### config.mk
export PLATFORM = sky130hd
export DESIGN_NAME = lpm_ctrl
export DESIGN_NICKNAME = d
export VERILOG_FILES = /design/src/rtl/lpm_pkg.sv /design/src/rtl/lpm_rst_qual.sv /design/src/rtl/lpm_wake_lvl.sv /design/src/rtl/lpm_seq.sv /design/src/rtl/lpm_ctrl.sv
export SDC_FILE = /design/constraint.sdc
export NUM_CORES = 1
export LEC_CHECK = 0
export ABC_AREA = 1
export BUFFER_PORTS_ARGS = -buffer_cell sky130_fd_sc_hd__buf_2
export CAP_MARGIN = 20
export CORE_UTILIZATION = 52
export DETAILED_ROUTE_END_ITERATION = 6
export PLACE_DENSITY = 0.9
export REMOVE_ABC_BUFFERS = 1
export SLEW_MARGIN = 40
export SYNTH_ARGS = -nofsm -noshare
export SYNTH_HDL_FRONTEND = slang
export SYNTH_SLANG_ARGS = --single-unit
### constraint.sdc
create_clock -name clk -period 1.7 [get_ports clk]
set_input_delay 0.34 -clock clk [delete_from_list [all_inputs] [get_ports clk]]
set_output_delay 0.34 -clock clk [all_outputs]
set_load 0.005 [all_outputs]
### src/rtl/lpm_pkg.sv
package lpm_pkg;

  typedef enum logic [2:0] {
    PM_RUN    = 3'd0,
    PM_IDLE   = 3'd1,
    PM_DOWN   = 3'd2,
    PM_WAKE   = 3'd3,
    PM_SETTLE = 3'd4,
    PM_RSTWIN = 3'd5
  } pm_state_e;

  typedef struct packed {
    logic cpu_en;
    logic per_en;
    logic osc_en;
    logic tmr_en;
    logic resume;
    logic ram_blk;
  } pm_ctl_t;

  function automatic pm_ctl_t mk_ctl(input logic cpu, input logic per, input logic osc,
                                     input logic tmr, input logic res, input logic blk);
    pm_ctl_t c;
    c.cpu_en  = cpu;
    c.per_en  = per;
    c.osc_en  = osc;
    c.tmr_en  = tmr;
    c.resume  = res;
    c.ram_blk = blk;
    return c;
  endfunction

endpackage

### src/rtl/lpm_rst_qual.sv
module lpm_rst_qual #(
  parameter int MC_CYCLES = 12,
  parameter int RST_MC    = 2
) (
  input  logic clk,
  input  logic rst_pin,
  input  logic osc_stable,
  output logic int_rst
);
  localparam int HOLD = MC_CYCLES * RST_MC;
  localparam int CW   = $clog2(HOLD + 1);
  localparam logic [CW-1:0] SAT  = CW'(HOLD);
  localparam logic [CW-1:0] LAST = CW'(HOLD - 1);

  logic [CW-1:0] hold_cnt;
  logic          rst_q;

  // counts only clocks on which the oscillator is known good
  always_ff @(posedge clk) begin
    if (!rst_pin) begin
      hold_cnt <= '0;
      rst_q    <= 1'b0;
    end else begin
      if (osc_stable && hold_cnt != SAT) hold_cnt <= hold_cnt + 1'b1;
      rst_q <= rst_q | (osc_stable && hold_cnt == LAST);
    end
  end

  assign int_rst = rst_q;

endmodule

### src/rtl/lpm_wake_lvl.sv
module lpm_wake_lvl #(
  parameter int NUM_EXT = 2
) (
  input  logic [NUM_EXT-1:0] ext_int_n,
  input  logic [NUM_EXT-1:0] ext_int_en,
  input  logic [NUM_EXT-1:0] ext_int_edge,
  output logic               lvl_wake
);
  logic [NUM_EXT-1:0] hit;

  for (genvar i = 0; i < NUM_EXT; i++) begin : g_pin
    // only an enabled, level-configured pin held low may wake deep sleep
    assign hit[i] = ext_int_en[i] & ~ext_int_edge[i] & ~ext_int_n[i];
  end

  assign lvl_wake = |hit;

endmodule

### src/rtl/lpm_seq.sv
module lpm_seq
  import lpm_pkg::*;
(
  input  logic    clk,
  input  logic    int_rst,
  input  logic    rst_pin,
  input  logic    osc_stable,
  input  logic    req_idle,
  input  logic    req_pdown,
  input  logic    irq_pend,
  input  logic    lvl_wake,
  input  logic    idle_timer_run,
  output pm_ctl_t ctl
);
  pm_state_e st_q, st_d;
  logic      resume_d;
  pm_ctl_t   ctl_d;

  always_comb begin
    st_d     = st_q;
    resume_d = 1'b0;
    case (st_q)
      PM_RUN: begin
        if (req_pdown)     st_d = PM_DOWN;
        else if (req_idle) st_d = PM_IDLE;
      end
      PM_IDLE: begin
        if (rst_pin) st_d = PM_RSTWIN;
        else if (irq_pend) begin
          st_d     = PM_RUN;
          resume_d = 1'b1;
        end
      end
      PM_DOWN: begin
        if (lvl_wake) st_d = PM_WAKE;
      end
      PM_WAKE: begin
        if (!lvl_wake) begin
          if (osc_stable) begin
            st_d     = PM_RUN;
            resume_d = 1'b1;
          end else begin
            st_d = PM_SETTLE;
          end
        end
      end
      PM_SETTLE: begin
        if (osc_stable) begin
          st_d     = PM_RUN;
          resume_d = 1'b1;
        end
      end
      PM_RSTWIN: begin
        if (!rst_pin) st_d = PM_RUN;
      end
      default: st_d = PM_RUN;
    endcase
  end

  always_comb begin
    case (st_d)
      PM_IDLE:   ctl_d = mk_ctl(1'b0, 1'b1, 1'b1, idle_timer_run, 1'b0, 1'b0);
      PM_DOWN:   ctl_d = mk_ctl(1'b0, 1'b0, rst_pin, 1'b0, 1'b0, 1'b0);
      PM_WAKE,
      PM_SETTLE: ctl_d = mk_ctl(1'b0, 1'b0, 1'b1, 1'b0, 1'b0, 1'b0);
      PM_RSTWIN: ctl_d = mk_ctl(1'b1, 1'b1, 1'b1, 1'b1, 1'b0, 1'b1);
      default:   ctl_d = mk_ctl(1'b1, 1'b1, 1'b1, 1'b1, resume_d, 1'b0);
    endcase
  end

  always_ff @(posedge clk) begin
    if (int_rst) begin
      st_q <= PM_RUN;
      ctl  <= mk_ctl(1'b1, 1'b1, 1'b1, 1'b1, 1'b0, 1'b0);
    end else begin
      st_q <= st_d;
      ctl  <= ctl_d;
    end
  end

endmodule

### src/rtl/lpm_ctrl.sv
module lpm_ctrl
  import lpm_pkg::*;
#(
  parameter int MC_CYCLES = 12,
  parameter int RST_MC    = 2,
  parameter int NUM_EXT   = 2
) (
  input  logic               clk,
  input  logic               rst_pin,
  input  logic               osc_stable,
  input  logic               req_idle,
  input  logic               req_pdown,
  input  logic               irq_pend,
  input  logic [NUM_EXT-1:0] ext_int_n,
  input  logic [NUM_EXT-1:0] ext_int_en,
  input  logic [NUM_EXT-1:0] ext_int_edge,
  input  logic               idle_timer_run,
  output logic               cpu_clk_en,
  output logic               per_clk_en,
  output logic               osc_run_en,
  output logic               ptmr_run_en,
  output logic               int_rst,
  output logic               wake_resume,
  output logic               ram_wr_block
);
  logic    lvl_wake;
  pm_ctl_t ctl;

  lpm_rst_qual #(.MC_CYCLES(MC_CYCLES), .RST_MC(RST_MC)) u_rst_qual (
    .clk(clk), .rst_pin(rst_pin), .osc_stable(osc_stable), .int_rst(int_rst)
  );

  lpm_wake_lvl #(.NUM_EXT(NUM_EXT)) u_wake_lvl (
    .ext_int_n(ext_int_n), .ext_int_en(ext_int_en), .ext_int_edge(ext_int_edge),
    .lvl_wake(lvl_wake)
  );

  lpm_seq u_seq (
    .clk(clk), .int_rst(int_rst), .rst_pin(rst_pin), .osc_stable(osc_stable),
    .req_idle(req_idle), .req_pdown(req_pdown), .irq_pend(irq_pend),
    .lvl_wake(lvl_wake), .idle_timer_run(idle_timer_run), .ctl(ctl)
  );

  assign cpu_clk_en   = ctl.cpu_en;
  assign per_clk_en   = ctl.per_en;
  assign osc_run_en   = ctl.osc_en;
  assign ptmr_run_en  = ctl.tmr_en;
  assign wake_resume  = ctl.resume;
  assign ram_wr_block = ctl.ram_blk;

endmodule

======== Word-level counts from Yosys, hierarchy flattened ========
Index checks and enable logic that the tools add are counted.
word-level totals
  bits in registers ....................... 15
  output and inout port bits .............. 7
  logic and storage cells ................. 52
cells by class
  add/subtract/negate cells ............... 1
  eq/ne operators ......................... 12
  mux-type cells .......................... 16
  bitwise gates (word level) .............. 9
  reductions and logical operators ........ 5
operator list
  kind                 number
  $mux 3               9
  $pmux 6 s4           1
  $pmux 3 s6           1
  $eq 3x2->1 const B   4
  $eq 3x3->1 const B   4
  $eq 3x1->1 const B   2
  $add 5x1->5 const B  1
  $eq 5x5->1 const B   1
  $ne 5x5->1 const B   1
  $and 1x1->1          4
  $mux 1               4
  $not 1->1            4
  $reduce_or 2->1      2
  $logic_not 3->1      1
  $pmux 1 s3           1
  $logic_and 1x1->1    2
  $or 1x1->1           1

======== Logic depth before layout (Yosys ltp) ========
Gate-level depths: netlist (run 1).
  depth after elaboration ................. 9
  gate-level depth with buffers ........... 9
  mapped depth without buffers ............ 9

======== Hierarchy ========
A second synthesis (run 1) with hierarchy kept.
second synthesis, totals
  cell total of the unflattened synthesis .. 117
  area, all modules ....................... 822.0 µm²
by module, submodules not included
  module        times used  cells an instance  area each (µm²)
  lpm_seq       1           68                 484.2
  lpm_rst_qual  1           42                 309.0
  lpm_wake_lvl  1           7                  28.8

======== Worst setup path before layout (run 1) ========
No wires, ideal clock.
  path type ............................... register to register
  start ................................... register u_rst_qual.hold_cnt[0]
  end ..................................... register u_rst_qual.hold_cnt[3]
  arrival time ............................ 1.049 ns
  required time ........................... 1.620 ns
  slack ................................... 0.572 ns
  stages on the path, launching flop included .. 7
  path buffers ............................ 0
  cell sequence ........................... dfxtp_1 inv_1 ha_1 nand4_1 nand2_1 o21ai_0 nor3b_1
between the ends
  word-level cells in the longest chain between the ends .. 2
  elaborated cells between the ends (all ways) .. 3
  classes of those cells .................. add/sub (1); eq/ne (1); reduce/logical (1)
RTL lines
  item                                                 RTL line            source
  from (decl)                                          lpm_rst_qual.sv:15  logic [CW-1:0] hold_cnt;
  from (signal assigned)                               lpm_rst_qual.sv:24  if (osc_stable && hold_cnt != SAT) hold_cnt <= hold_cnt + 1'b1;
  branches (longest 2 deep; another with $add 5x1->5)  -
Parallel ways; which one is timed is not known.
A chain may end at the register's enable or synchronous reset.

======== Final worst setup path (run 1) ========
Same ends and word-level chain as after synthesis.

==> results.ini, run 1 <==
[run_status]
status=finished clean

[global_routing]
gr-max-usage-layer=met2
grt-ovfl-total=0
grt_usage=0.2172
grt_max_degree=10
grt_pass1_vias=517
met1_usage=0.2803
grt_pass1_wl_um=2125
use_met3=0.1040
antenna_found_initial=0
grt_use_met2=0.3208

[pwr]
internal-power_w=0.0007401
p_comb_frac=0.403
power_density_nw_per_um2=1395
ir_worst_vdd_v=0.0008507
p_switching_w=0.0004499
p_seq_frac=0.432
total_leakage_power_nw=0.4444
clkPwrFrac=0.165
switching_share=0.3781

[critical_path]
cpMaxStageDelayCell=dfxtp_1
crit_arrival_ns=1.51
cp.required_ns=1.90
start_kind=flip-flop
path_cells=inv_1, ha_1, nand4_1, nand2_1, o21ai_0, nor3b_1
path_delay_family=simple AND/OR/NAND/NOR gates
timing.critical_path.buf_inv=1
r2r_start=u_rst_qual.hold_cnt[0]
crit_start=u_rst_qual.hold_cnt[0]
criticalPathCategory=flip-flop to flip-flop
crit_path_end_kind=flip-flop
slowest_delay_ns=0.36
cp_max_fo=6

[clock_network]
path_clk_slew_ns=0.09
ctsHtreeMaxLevel=1
clock_latency_ns=0.28
tritoncts=yes
hold_buffers=0
cts_resized=0
cts_root_buf=clkbuf_4
clkSinkCount=15
cts_setup_buffers=0
max-clock-path-buffers=2
numCtsBuffers=3

[synthesis]
async_reset_ff_frac=0
synth.most_common_cell=inv_1
synth_top_cell_by_area=dfxtp_1
syn_inst=96
ys_ff_latch=15
yosys-top-cells-count=17 x inv_1, 15 x dfxtp_1, 14 x nand2_1, 11 x nand3_1, 8 x nor2_1
yosysWarnings=0
synthFlopType=dfxtp_1
synth_edf_count=0
synthTopCellsByArea=dfxtp_1 42%, inv_1 8.9%, nand3_1 7.7%, nand2_1 7.4%, nand3_2 4.2%
synth_seq_area_share=0.4211
ys_types=19
synth_top_area_share=0.4211
avgSynthCellArea_um2=7.429
syn_area_um2=713.2

[placement]
gp_congestion=0.8006
port_buffers=19
dpl.hpwl_um=1077
dp_slack_ns=0.4316

[detailed_routing]
wl_per_cell_um=9.977
detail_route.vias_per_cell=5.000
dr.pass1.iters=4
vias=665
drt_first_iter_violations=29
detail_route.wirelength_um=1327
ant_nets=0
drc=0

[final_layout]
nNetsFinal=135
area_growth_pct=19.65
diodes=0
final_util=0.7194
final_layout_size_suffix_gt1_frac=0.3025

[timing]
worst_pin_slew_ns=0.2514
fmax_mhz=762.2
rsz0062_at_grt=false
min_period_ns=1.312
maxSlewViolCount=0
setup_viol=0
hold_viol_final=0
final.setup.tns_ns=0
post-route-period-util=0.7718
slew_headroom=0.8322
whs_ns=0.3072
setup_slack_ns=0.3880
fin_skew_ns=0.002804

[floorplanning]
initial_core_util=0.6013
ioPinCount=20
die_x_um=39.04
rows=12
coreArea_um2=1186
dieArea_um2=1524
die_h_um=39.04

[hold_path]
hp-class=primary input to flip-flop
hold_start=idle_timer_run

[flow_run]
maxCapViolCount=0

## cell type report
cell class,instances,area [µm²]
clock buffers,3,22.52
clock inverters,1,5.005
fillers,107,332.8
inverters,18,67.56
multi-input cells,63,345.3
flip-flops and latches,15,300.3
well taps,14,17.52
repair buffers,19,95.09
## metrics by stage
| stage | area [µm²] | cells | total power [W] |
|---|---|---|---|
| CTS | 853.3 | 133 | 0.001205 |
| floorplan | 713.2 | 96 | 0.0008657 |
| detailed placement | 825.8 | 129 | 0.001005 |
| global route | 853.3 | 133 | 0.001314 |
| global placement | 825.8 | 129 | 0.0009828 |
| finish | 853.3 | 133 | 0.001190 |
## cell families after synthesis
family / count (synthesis) / synth area share
simple gates: 49 / 0.3561
flops: 15 / 0.4211
buf+inv: 18 / 0.09473
compound gates: 12 / 0.09298
fa+ha+maj: 2 / 0.03508
## layout by cell type, fill, tap and decap left out, types with 2 or more instances in the layout
cell and instances:
a31oi_1 2, nor3_1 2, nor2_2 3, a21oi_1 4, nor2_1 8, ha_1 2, nand2_1 14, o21ai_0 5
nand3_1 11, inv_1 17, dfxtp_1 15, nand2_2 4, clkbuf_4 3, buf_2 19, nand3_2 3
## worst paths after layout
path | endpoint | slack (ns) | cells after the start
hold / removal | u_seq.ctl[2] | 0.31 | 3
setup / recovery | u_rst_qual.hold_cnt[3] | 0.39 | 6
setup reg to reg | u_rst_qual.hold_cnt[3] | 0.39 | 6
hold reg to reg | u_rst_qual.hold_cnt[4] | 0.50 | 2
## layer usage
metal | wire, µm | up-vias
met3 | 80 | 2
met4 | 3 | 0
met2 | 621 | 19
met5 | 0 | -
met1 | 622 | 291
li1 | - | 353
## state kept, by name, summed over array words and instances, names as in the netlist
signal	flops
u_seq.ctl	6
u_rst_qual.hold_cnt	5
u_seq.st_q	3
u_rst_qual.int_rst	1
## worst register-to-register path, cell delays in order, from the launching register on
cell,delay (ns)
dfxtp_1,0.36
inv_1,0.08
ha_1,0.20
nand4_1,0.10
nand2_1,0.12
o21ai_0,0.16
nor3b_1,0.21
## power by group through the flow
stage,combinational [W],sequential [W],clock (W)
finish,0.000480,0.000514,0.000196
global route,0.000561,0.000532,0.000220
CTS,0.000485,0.000513,0.000206
detailed placement,0.000485,0.000520,0
global placement,0.000464,0.000519,0
floorplan,0.000341,0.000525,0
(Power assumes the default switching activity.)
==> inputs of run 2 (changes only) <==
CORE_UTILIZATION = 44   (was 52)
PLACE_DENSITY = 0.82   (was 0.9)
clock period = 1.05 ns   (was 1.7 ns; I/O delays follow)
==> results.ini, run 2 (synthesis results as in run 1) <==
[run_status]
status=finished, violations left
violations=setup timing

[final_layout]
top_regs=u_seq.ctl: 6 flops, u_rst_qual.hold_cnt: 5 flops, u_seq.st_q: 3 flops
final_area_um2=1110
mostFrequentLayoutCell=buf_2
seq_area_um2=311.5
final_util=0.7367
nNetsFinal=149
largest_reg_flops=6
final_layout_size_suffix_gt1_frac=0.5865
most-common-layout-cells=19 x buf_2, 13 x inv_1, 12 x buf_4, 10 x dfxtp_1, 9 x nand2_1
area_growth_pct=55.61
largest-register=u_seq.ctl
multi_input_area_um2=467.9
diodes=0
fillers=99

[floorplanning]
coreArea_um2=1506
dieArea_um2=1786
die_h_um=42.26
ioPinCount=20
die_x_um=42.26
initial_core_util=0.4734
rows=14

[placement]
postPlaceCellArea_um2=888.4
gp_congestion=0.7696
port_buffers=19
dpl.hpwl_um=1204

[global_routing]
grt_pass1_wl_um=2904
grt_pass1_vias=768
antenna_found_initial=0
grt_max_degree=10
grt_usage=0.2138
grt-ovfl-total=0

[critical_path]
crit_arrival_ns=1.42
reg2reg_slack_ns=-0.13
crit_path_end_kind=flip-flop
criticalPathCategory=flip-flop to flip-flop
cp.required_ns=1.29
cp_max_fo=6
start_kind=flip-flop

[timing]
setup_viol=13
slew_headroom=0.8414
whs_ns=0.1493
min_period_ns=1.184
fmax_mhz=844.6
hold_viol_final=0
post-route-period-util=1.128
maxSlewViolCount=0
worst_pin_slew_ns=0.2376
setup_slack_ns=-0.1339
rsz0062_at_grt=true
fin_skew_ns=0.007634

[clock_network]
clock_latency_ns=0.30
max-clock-path-buffers=2
path_clk_slew_ns=0.10
clkSinkCount=15
ctsHtreeMaxLevel=1
tritoncts=yes
cts_root_buf=clkbuf_4
numCtsBuffers=3

[detailed_routing]
detail_route.vias_per_cell=5.121
dr.pass1.iters=4
wl_per_cell_um=12.19
ant_nets=0
drt_first_iter_violations=7
drc=0
detail_route.wirelength_um=1817
vias=763

[pwr]
total_leakage_power_nw=0.5395
power_w=0.002562
power_density_nw_per_um2=2309
ir_worst_vdd_v=0.001395

[flow_run]
maxCapViolCount=0

[hold_path]
hp-class=primary input to flip-flop

==> run 2: cell types whose count changed in the layout (fill, tap and decap cells not counted), moves of 4 or more <==
cell / before / now
nand3_2: 3 / 7
nand3_1: 11 / 6
dfxtp_1: 15 / 10
buf_4: 0 / 12
nand2_1: 14 / 9
inv_1: 17 / 13
==> run 2: cell type report <==
type,count,area share
clock buffer,3,0.02029
inverter,18,0.06764
clock inverter,1,0.004510
timing repair buffer,33,0.1871
multi-input combinational,63,0.4216
tap,16,0.01804
sequential,15,0.2807
==> run 2: worst paths after layout <==
| path | startpoint | to | cells past startpoint |
|---|---|---|---|
| worst max-delay path | u_rst_qual.hold_cnt[1] | u_rst_qual.hold_cnt[3] | 6 |
| worst min-delay path | idle_timer_run | u_seq.ctl[2] | 3 |
| worst max register to register | u_rst_qual.hold_cnt[1] | u_rst_qual.hold_cnt[3] | 6 |
| worst min register to register | u_rst_qual.hold_cnt[4] | u_rst_qual.int_rst | 2 |
==> run 2: routing by layer <==
layer	vias up	wire length, µm	track usage
met3	3	99	0.04741
met2	20	939	0.4185
li1	385	-	-
met1	355	752	0.2102
met4	0	26	0.08750
met5	-	0	0
==> run 2: through the flow <==
stage	TNS, ns	worst slack, ns	cells
finish	-0.8656	-0.1339	149
global route	-1.693	-0.1916	149
CTS	-0.7435	-0.07749	148
detailed placement	-1.400	-0.2302	139
global placement	-0.7542	-0.1534	139
floorplan	-0.1380	-0.07834	96
==> run 2: worst max-delay path, cell delays in order (launching register included) <==
cell     delay [ns]
dfxtp_4        0.39
inv_4          0.04
ha_4           0.14
nand4_1        0.11
nand2_2        0.12
o21ai_1        0.15
nor3b_2        0.17
==> run 2: repair_timing <==
item                       4_1_cts  5_1_grt
setup buffers                    5        1
gates resized for setup         32       14
setup endpoints to repair       13       14
hold buffers                     0        0
pin swaps                       13       12
==> run 2: report_power, final <==
part | leakage, nW | total (W) | switching [W] | internal, W
sequential | 0.126 | 0.000890 | 0.000128 | 0.000762
combinational | 0.396 | 0.00133 | 0.000703 | 0.000622
clock | 0.0177 | 0.000347 | 0.000205 | 0.000142
==> inputs of run 3 (changes only) <==
CORE_UTILIZATION = 46   (was 44)
PLACE_DENSITY = 0.83   (was 0.82)
SYNTH_HIERARCHICAL = 1   (was default)
==> results.ini, run 3 <==
[run_status]
status=finished, violations left
violations=setup timing

[floorplanning]
coreArea_um2=1594
initial_core_util=0.5157
rows=14
die_x_um=44.28
die_h_um=44.28
dieArea_um2=1960
ioPinCount=20

[detailed_routing]
dr.pass1.iters=4
detail_route.wirelength_um=2191
ant_nets=0
detail_route.vias_per_cell=5.068
drt_first_iter_violations=43
drc=0
wl_per_cell_um=12.45
vias=892

[clock_network]
numCtsBuffers=3
tritoncts=yes
clock_latency_ns=0.28
path_clk_slew_ns=0.09
max-clock-path-buffers=2
hold_buffers=0
clkSinkCount=15
cts_root_buf=clkbuf_4
ctsHtreeMaxLevel=1

[pwr]
p_seq_frac=0.356
power_w=0.002608
total_leakage_power_nw=0.6278
internal-power_w=0.001523
ir_worst_vdd_v=0.001445
power_density_nw_per_um2=2090
p_switching_w=0.001085
clkPwrFrac=0.124
switching_share=0.4161
p_comb_frac=0.520

[timing]
fmax_mhz=879.1
maxSlewViolCount=0
worst_pin_slew_ns=0.2318
setup_slack_ns=-0.08746
rsz0062_at_grt=true
slew_headroom=0.8453
hold_viol_final=0
fin_skew_ns=0.003156
whs_ns=0.2173
post-route-period-util=1.083
setup_viol=9
min_period_ns=1.137
final.setup.tns_ns=-0.4589

[synthesis]
avgSynthCellArea_um2=7.026
synth_edf_count=0
synth.most_common_cell=nand2_1
synth_top_area_share=0.3653
async_reset_ff_frac=0
yosysWarnings=6
yosys-top-cells-count=21 x nand2_1, 17 x inv_1, 15 x dfxtp_1, 15 x nor2_1, 11 x nand3_1
synthFlopType=dfxtp_1
synthTopCellsByArea=dfxtp_1 37%, nand2_1 9.6%, inv_1 7.8%, nor2_1 6.8%, nand3_1 6.7%
syn_area_um2=822.0
ys_types=21
synth_seq_area_share=0.3653
syn_inst=117
synth_top_cell_by_area=dfxtp_1
ys_ff_latch=15

[final_layout]
final_layout_size_suffix_gt1_frac=0.5855
area_growth_pct=51.75
largest-register=u_seq/ctl
diodes=0
nNetsFinal=168
final_area_um2=1247
fillers=109
largest_reg_flops=6
top_regs=u_seq/ctl: 6 flops, u_rst_qual/hold_cnt: 5 flops, u_seq/st_q: 3 flops
final_util=0.7826
most-common-layout-cells=19 x buf_2, 15 x nor2_1, 14 x inv_1, 12 x buf_4
mostFrequentLayoutCell=buf_2

[placement]
dpl.hpwl_um=1403
gp_congestion=0.9129
postPlaceCellArea_um2=999.7
port_buffers=19

[critical_path]
crit_arrival_ns=1.31
crit_path_end_kind=flip-flop
start_kind=flip-flop
cp_max_fo=6
criticalPathCategory=flip-flop to flip-flop
cp.required_ns=1.22

[global_routing]
grt_pass1_vias=799
antenna_found_initial=0
met1_usage=0.2645
grt_use_met2=0.3971
grt_usage=0.2157
grt_pass1_wl_um=3194
gr-max-usage-layer=met2
grt-ovfl-total=0
use_met3=0.03673
grt_max_degree=9

[hold_path]
hp-class=primary input to flip-flop

[flow_run]
maxCapViolCount=0

[run 3: cell types whose count changed in the layout (fill, tap and decap cells not counted), sizes merged, moves of 2 or more]
cell and delta:
nor2 +10, nand2 +7, inv +4, nand4 +4, o21ai -3, buf -2
[run 3: metal layers]
layer / up-vias / share of wire
met5: - / 0
met4: 0 / 0.0064
met3: 2 / 0.055
met2: 35 / 0.51
met1: 414 / 0.43
li1: 441 / -
[run 3: timing repair]
item                                    in CTS  in global routing
endpoints found under the setup margin      12                 12
setup buffers                                1                  4
pin swaps                                    3                 13
resized for setup                           23                 32
[run 3: cell families after synthesis]
group / count (synthesis) / synth area share
buffers and inverters: 23 / 0.1050
DFF: 15 / 0.3653
adders and majority gates: 2 / 0.03044
and+or+nand+nor: 66 / 0.4018
AOI/OAI and AO/OA: 11 / 0.09742
[run 3: final timing paths]
check | endpoint | from | cells past startpoint | slack [ns]
max | u_seq/ctl[5] | u_seq/st_q[0] | 7 | -0.09
min | u_seq/ctl[2] | idle_timer_run | 5 | 0.22
max reg2reg | u_seq/ctl[5] | u_seq/st_q[0] | 7 | -0.09
min reg2reg | u_seq/st_q[0] | u_rst_qual/int_rst | 1 | 0.48
[run 3: cell type report]
class | instances | area, µm² | share of cell area
multi-input combinational | 79 | 585.6 | 0.4694
clock buffer | 4 | 26.28 | 0.02106
timing repair buffer | 31 | 185.2 | 0.1484
tap | 24 | 30.03 | 0.02407
sequential | 15 | 322.8 | 0.2588
inverter | 23 | 97.59 | 0.07823
[run 3: critical path, cell delays in order, from the launching register on]
cell,delay (ns)
dfxtp_4,0.43
nor2_1,0.07
nor2_1,0.15
nand2_2,0.11
nand2_2,0.09
nor2_4,0.05
nand3_4,0.08
nand3_2,0.05
[run 3: power by group through the flow]
stage / clock network [W] / logic (W) / registers (W)
2_1_floorplan: 0 / 0.000617 / 0.000857
3_3_place_gp: 0 / 0.000922 / 0.000855
3_5_place_dp: 0 / 0.000969 / 0.000857
4_1_cts: 0.000336 / 0.00110 / 0.000913
5_1_grt: 0.000365 / 0.00146 / 0.000947
6_report: 0.000322 / 0.00136 / 0.000929
[run 3: metrics by stage]
stage                     cells  worst slack [ns]
after floorplan             117         -0.007892
after global placement      167           -0.1290
after detailed placement    167           -0.1664
after CTS                   172          -0.06810
after global routing        176           -0.1455
final                       176          -0.08746
